`src/rtl/lg_pkg.sv`:
```
package lg_pkg;
  localparam int CLS_W = 3;

  typedef enum logic [CLS_W-1:0] {
    INS_OTHER  = 3'd0,
    INS_ICALL  = 3'd1,
    INS_IJMP   = 3'd2,
    INS_MARK_S = 3'd3,
    INS_MARK_L = 3'd4
  } ins_cls_e;

  typedef enum logic {
    ST_IDLE = 1'b0,
    ST_OWED = 1'b1
  } trk_st_e;
endpackage

```
`src/rtl/lg_classify.sv`:
```
module lg_classify
  import lg_pkg::*;
(
  input  logic [CLS_W-1:0] cls_i,
  output logic             is_branch_o,
  output logic             is_marker_o
);
  always_comb begin
    is_branch_o = 1'b0;
    is_marker_o = 1'b0;
    case (cls_i)
      INS_ICALL, INS_IJMP:     is_branch_o = 1'b1;
      INS_MARK_S, INS_MARK_L:  is_marker_o = 1'b1;
      default: ;
    endcase
  end
endmodule

```
`src/rtl/lg_tracker.sv`:
```
module lg_tracker
  import lg_pkg::*;
(
  input  logic clk_i,
  input  logic rst_i,
  input  logic en_i,
  input  logic valid_i,
  input  logic is_branch_i,
  input  logic is_marker_i,
  output logic owed_o,
  output logic fault_now_o
);
  trk_st_e st_q, st_d;

  always_comb begin
    st_d        = st_q;
    fault_now_o = 1'b0;
    if (!en_i) begin
      st_d = ST_IDLE;
    end else if (valid_i) begin
      case (st_q)
        ST_IDLE: if (is_branch_i) st_d = ST_OWED;
        ST_OWED: begin
          st_d        = ST_IDLE;
          fault_now_o = !is_marker_i;
        end
        default: st_d = ST_IDLE;
      endcase
    end
  end

  always_ff @(posedge clk_i) begin
    if (rst_i) st_q <= ST_IDLE;
    else       st_q <= st_d;
  end

  assign owed_o = (st_q == ST_OWED);

  // an invalid beat leaves the debt flag untouched while enabled
  p_hold_on_bubble_r5: assert property (@(posedge clk_i) disable iff (rst_i)
    (en_i && !valid_i) |=> $stable(st_q));

  // disabled tracking always leaves the tracker idle
  p_disable_idle_r7: assert property (@(posedge clk_i) disable iff (rst_i)
    !en_i |=> (st_q == ST_IDLE));
endmodule

```
`src/rtl/lg_fault_out.sv`:
```
module lg_fault_out
  import lg_pkg::*;
#(
  parameter int ID_W = 8
) (
  input  logic             clk_i,
  input  logic             rst_i,
  input  logic             fault_now_i,
  input  logic [CLS_W-1:0] cls_i,
  input  logic [ID_W-1:0]  id_i,
  output logic             fault_o,
  output logic [CLS_W-1:0] fault_cls_o,
  output logic [ID_W-1:0]  fault_id_o
);
  always_ff @(posedge clk_i) begin
    if (rst_i) begin
      fault_o     <= 1'b0;
      fault_cls_o <= '0;
      fault_id_o  <= '0;
    end else begin
      fault_o <= fault_now_i;
      if (fault_now_i) begin
        fault_cls_o <= cls_i;
        fault_id_o  <= id_i;
      end
    end
  end

  // the reported record is frozen between faults
  p_record_hold_r9: assert property (@(posedge clk_i) disable iff (rst_i)
    !fault_o |-> ($stable(fault_cls_o) && $stable(fault_id_o)) or $past(rst_i));
endmodule

```
`src/rtl/branch_landing_guard.sv`:
```
module branch_landing_guard
  import lg_pkg::*;
#(
  parameter int ID_W = 8
) (
  input  logic             clk_i,
  input  logic             rst_i,
  input  logic             en_i,
  input  logic             valid_i,
  input  logic [2:0]       cls_i,
  input  logic [ID_W-1:0]  id_i,
  output logic             fault_o,
  output logic [2:0]       fault_cls_o,
  output logic [ID_W-1:0]  fault_id_o
);
  logic is_branch, is_marker, owed, fault_now;

  lg_classify u_cls (
    .cls_i       (cls_i),
    .is_branch_o (is_branch),
    .is_marker_o (is_marker)
  );

  lg_tracker u_trk (
    .clk_i       (clk_i),
    .rst_i       (rst_i),
    .en_i        (en_i),
    .valid_i     (valid_i),
    .is_branch_i (is_branch),
    .is_marker_i (is_marker),
    .owed_o      (owed),
    .fault_now_o (fault_now)
  );

  lg_fault_out #(.ID_W(ID_W)) u_out (
    .clk_i       (clk_i),
    .rst_i       (rst_i),
    .fault_now_i (fault_now),
    .cls_i       (cls_i),
    .id_i        (id_i),
    .fault_o     (fault_o),
    .fault_cls_o (fault_cls_o),
    .fault_id_o  (fault_id_o)
  );

  // an enabled branch taken in idle leaves a debt behind
  p_branch_arms_r2: assert property (@(posedge clk_i) disable iff (rst_i)
    (!owed && en_i && valid_i && (cls_i == 3'd1 || cls_i == 3'd2)) |=> owed);

  // either marker form settles a debt without a fault
  p_marker_settles_r3: assert property (@(posedge clk_i) disable iff (rst_i)
    (owed && en_i && valid_i && (cls_i == 3'd3 || cls_i == 3'd4)) |=> (!owed && !fault_o));

  // a non-marker landing faults next cycle and clears the debt
  p_bad_landing_r4: assert property (@(posedge clk_i) disable iff (rst_i)
    (owed && en_i && valid_i && cls_i != 3'd3 && cls_i != 3'd4) |=> (fault_o && !owed));

  // nothing seen while idle can fault
  p_idle_quiet_r6: assert property (@(posedge clk_i) disable iff (rst_i)
    !owed |=> !fault_o);

  // each pulse traces back to an enabled valid beat
  p_fault_source_r9: assert property (@(posedge clk_i) disable iff (rst_i)
    fault_o |-> $past(valid_i && en_i));
endmodule

```
`config.mk`:
```
export PLATFORM = sky130hd
export DESIGN_NAME = branch_landing_guard
export DESIGN_NICKNAME = d
export VERILOG_FILES = /design/src/rtl/lg_pkg.sv /design/src/rtl/lg_classify.sv /design/src/rtl/lg_tracker.sv /design/src/rtl/lg_fault_out.sv /design/src/rtl/branch_landing_guard.sv
export SDC_FILE = /design/constraint.sdc
export NUM_CORES = 1
export LEC_CHECK = 0
export BUFFER_PORTS_ARGS = -buffer_cell sky130_fd_sc_hd__buf_2
export CAP_MARGIN = 20
export CELL_PAD_IN_SITES_DETAIL_PLACEMENT = 0
export CELL_PAD_IN_SITES_GLOBAL_PLACEMENT = 1
export CORE_ASPECT_RATIO = 1.1
export CORE_MARGIN = 4
export CORE_UTILIZATION = 34
export DETAILED_ROUTE_END_ITERATION = 10
export PLACE_DENSITY_LB_ADDON = 0.08
export SLEW_MARGIN = 5
export SYNTH_ARGS = -nofsm -noshare
export SYNTH_HDL_FRONTEND = slang
export SYNTH_SLANG_ARGS = --single-unit
export TNS_END_PERCENT = 10
```
`constraint.sdc`:
```
create_clock -name clk_i -period 1.9 [get_ports clk_i]
set_input_delay 0.095 -clock clk_i [delete_from_list [all_inputs] [get_ports clk_i]]
set_output_delay 0.095 -clock clk_i [all_outputs]
set_load 0.01 [all_outputs]
```
==> metrics.cfg <==
[clock_tree]
clk_pin_slew_ns = 0.08
worstSkewPairLatency_ns = 0.27
cts-root-buf = clkbuf_4
postCtsSetupRepairBufs = 0
clockBufferDepth = 2
cts.sink_count = 13
cts_tree = built
htree_num_levels = 1
ctsHoldBuffers = 0
cts_buffers = 3
cts-resized-gates = 0

[global_route]
grt_start_max_net_pins = 14
first_global_vias = 667
antenna_found_initial = 0
grtUsageTotal_pct = 12.6
grt_pass1_wl_um = 2830
overflow = 0

[timing]
max_slew_margin_pct = 76.1
max_clock_freq_ghz = 0.658
fin_crit_sh_pct = 80.0
setup-violations-final = 0
worst_slack_ns = 0.379
rsz0062_at_grt = no
fin_skew_ns = 0.000964
fin_setup_tns_ns = 0
post-route-min-period_ns = 1.52
worst_pin_slew_ns = 0.358
slew_violations = 0
hold_viol_final = 0

[logic_synthesis]
synth_most_common_cell = dfxtp_1
yosys_warnings = 0
synth_edf_count = 0
syn-num-nets = 96
synth_area_um2 = 736
synth_commonest_cells = dfxtp_1, nor2_1, a2111oi_2, a21oi_1, inv_1
synth_seq_cells = 13
yosysSeqAreaShare_pct = 35.4
synthTopCellsByArea = dfxtp_1, a2111oi_2, a21oi_1
postSynthCellCount = 81
synth.distinct_cells = 28
async_flop_share_pct = 0
avgSynthCellArea_um2 = 9.08
yosys.area.top_type = dfxtp_1
ys.flop_type = dfxtp_1
yosysTopAreaCellShare_pct = 35.4

[setup_path]
path_cells = and3_1, a32o_2, a2111oi_2
crit_arrival_ns = 1.69
critical_path_class = reg -> reg
path_max_fanout = 10
crit_required_ns = 2.07
cp-end-kind = flip-flop
slowest_delay_ns = 0.41
r2r_cells = 3
slowest_stage = a32o_2
critPathLaunchType = flip-flop

[power]
pwr_density_cell_nw_per_um2 = 577
internal-power_w = 0.000381
p_leak_nw = 0.406
p_sw_share_pct = 25.4
peakVddDrop_mv = 0.340
comb_power_share_pct = 12.1
clockPowerShare_pct = 33.7
p_switching_w = 0.000129
seqPwrFrac_pct = 54.2

[floorplan]
die_h_um = 56.8
pin_count = 27
start_util_pct = 36.0
die_x_um = 52.4
rows = 17
die_area_um2 = 2970
fp.coreArea_um2 = 2040

[routing]
maxUsedRoutingLayer = met4
wl_per_cell_um = 12.3
met1_length_um = 798
wl_um = 1640
routed_via_density = 4.87
firstDrtPassIters = 2
antenna_left = 0
vias = 648
drcViolationCount = 0
met3_length_um = 85
wl_met2_um = 739
initialDrtViolationCount = 1

[place]
gp_congestion = 0.679
place_worst_setup_slack_ns = 0.384
place_area_um2 = 858
port-buffer-count = 26
dp_hpwl_um = 1160

[cells_and_area]
drive_above_1_share_pct = 40.0
regArea_um2 = 260
fin_area_um2 = 885
fillers = 226
multi_input_area_um2 = 403
nets = 121
syn_to_final_growth_pct = 20.2
antenna_cells = 0

[hold_path]
worstHoldPathCells = 3
hp-class = in -> reg

[outcome]
status = completed

[flow_run]
drv_cap = 0

## cell families after synthesis
family / Yosys count / synth area share (%)
simple gates: 27 / 23.1
buf+inv: 14 / 9.86
xor+xnor: 1 / 1.19
compound gates: 26 / 30.4
flops: 13 / 35.4
## through the flow
step                hold WS, ns  total power [W]  instances  utilization [%]
global route             0.0556         0.000543        133             43.3
global placement          0.358         0.000344        129             42.0
CTS                      0.0564         0.000523        133             43.3
floorplan                 0.164         0.000325         81                -
finish                   0.0691         0.000510        133             43.3
detailed placement        0.360         0.000345        129             42.0
## worst paths after layout
path,slack (ns),to,startpoint
worst max register to register,0.38,u_out.fault_id_o[3],u_trk.owed_o
worst max-delay path,0.38,u_out.fault_id_o[3],u_trk.owed_o
worst min-delay path,0.07,u_out.fault_id_o[5],id_i[5]
worst min register to register,0.51,u_out.fault_cls_o[0],u_out.fault_cls_o[0]
## registers in the layout, indices dropped and copies added (netlist names)
signal and cells:
u_out.fault_cls_o 3, u_trk.owed_o 1, u_out.fault_o 1, u_out.fault_id_o 8
## final cells by class
class | instances | area share (%)
Timing Repair Buffer | 26 | 14.7
Multi-Input combinational cell | 54 | 45.5
Tap cell | 28 | 3.96
Clock buffer | 4 | 2.97
Sequential cell | 13 | 29.4
Inverter | 8 | 3.39
## per-layer routing
metal,vias up,track usage [%]
met3,2,2.39
met1,287,14.8
met2,17,21.1
met5,-,0
li1,342,-
met4,0,6.57
## power by group through the flow
| stage | clock network [W] | logic [W] | registers, W |
|---|---|---|---|
| floorplan | 0 | 0.0000409 | 0.000284 |
| global placement | 0 | 0.0000611 | 0.000283 |
| detailed placement | 0 | 0.0000623 | 0.000283 |
| CTS | 0.000184 | 0.0000627 | 0.000277 |
| global route | 0.000197 | 0.0000688 | 0.000277 |
| finish | 0.000172 | 0.0000615 | 0.000276 |
## worst max-delay path, delay by kind of cell, from the launching register on
kind | cells | cell delay [ns]
compound gates | 2 | 0.80
flops | 1 | 0.35
simple gates | 1 | 0.27
## cell usage in the layout (no fill, tap or decap)
master / Yosys / routed
o21ai_0: 5 / 5
clkbuf_4: 0 / 3
nor2_1: 9 / 9
nand2_1: 3 / 3
and2_0: 1 / 1
a41oi_1: 1 / 1
or2b_1: 1 / 1
dfxtp_1: 13 / 13
and4_2: 2 / 2
xor2_1: 1 / 1
nor3b_1: 1 / 1
a32o_2: 1 / 1
nand2b_1: 2 / 2
inv_1: 8 / 8
or3b_1: 1 / 1
buf_2: 1 / 26
nand3_1: 1 / 1
a31oi_1: 3 / 3
and3_1: 1 / 1
nand3b_4: 1 / 1
nor2b_1: 2 / 2
and2b_2: 1 / 1
a2111oi_2: 8 / 8
and4b_1: 1 / 1
a21oi_1: 8 / 8
clkbuf_1: 1 / 1
(Power assumes the default switching activity.)
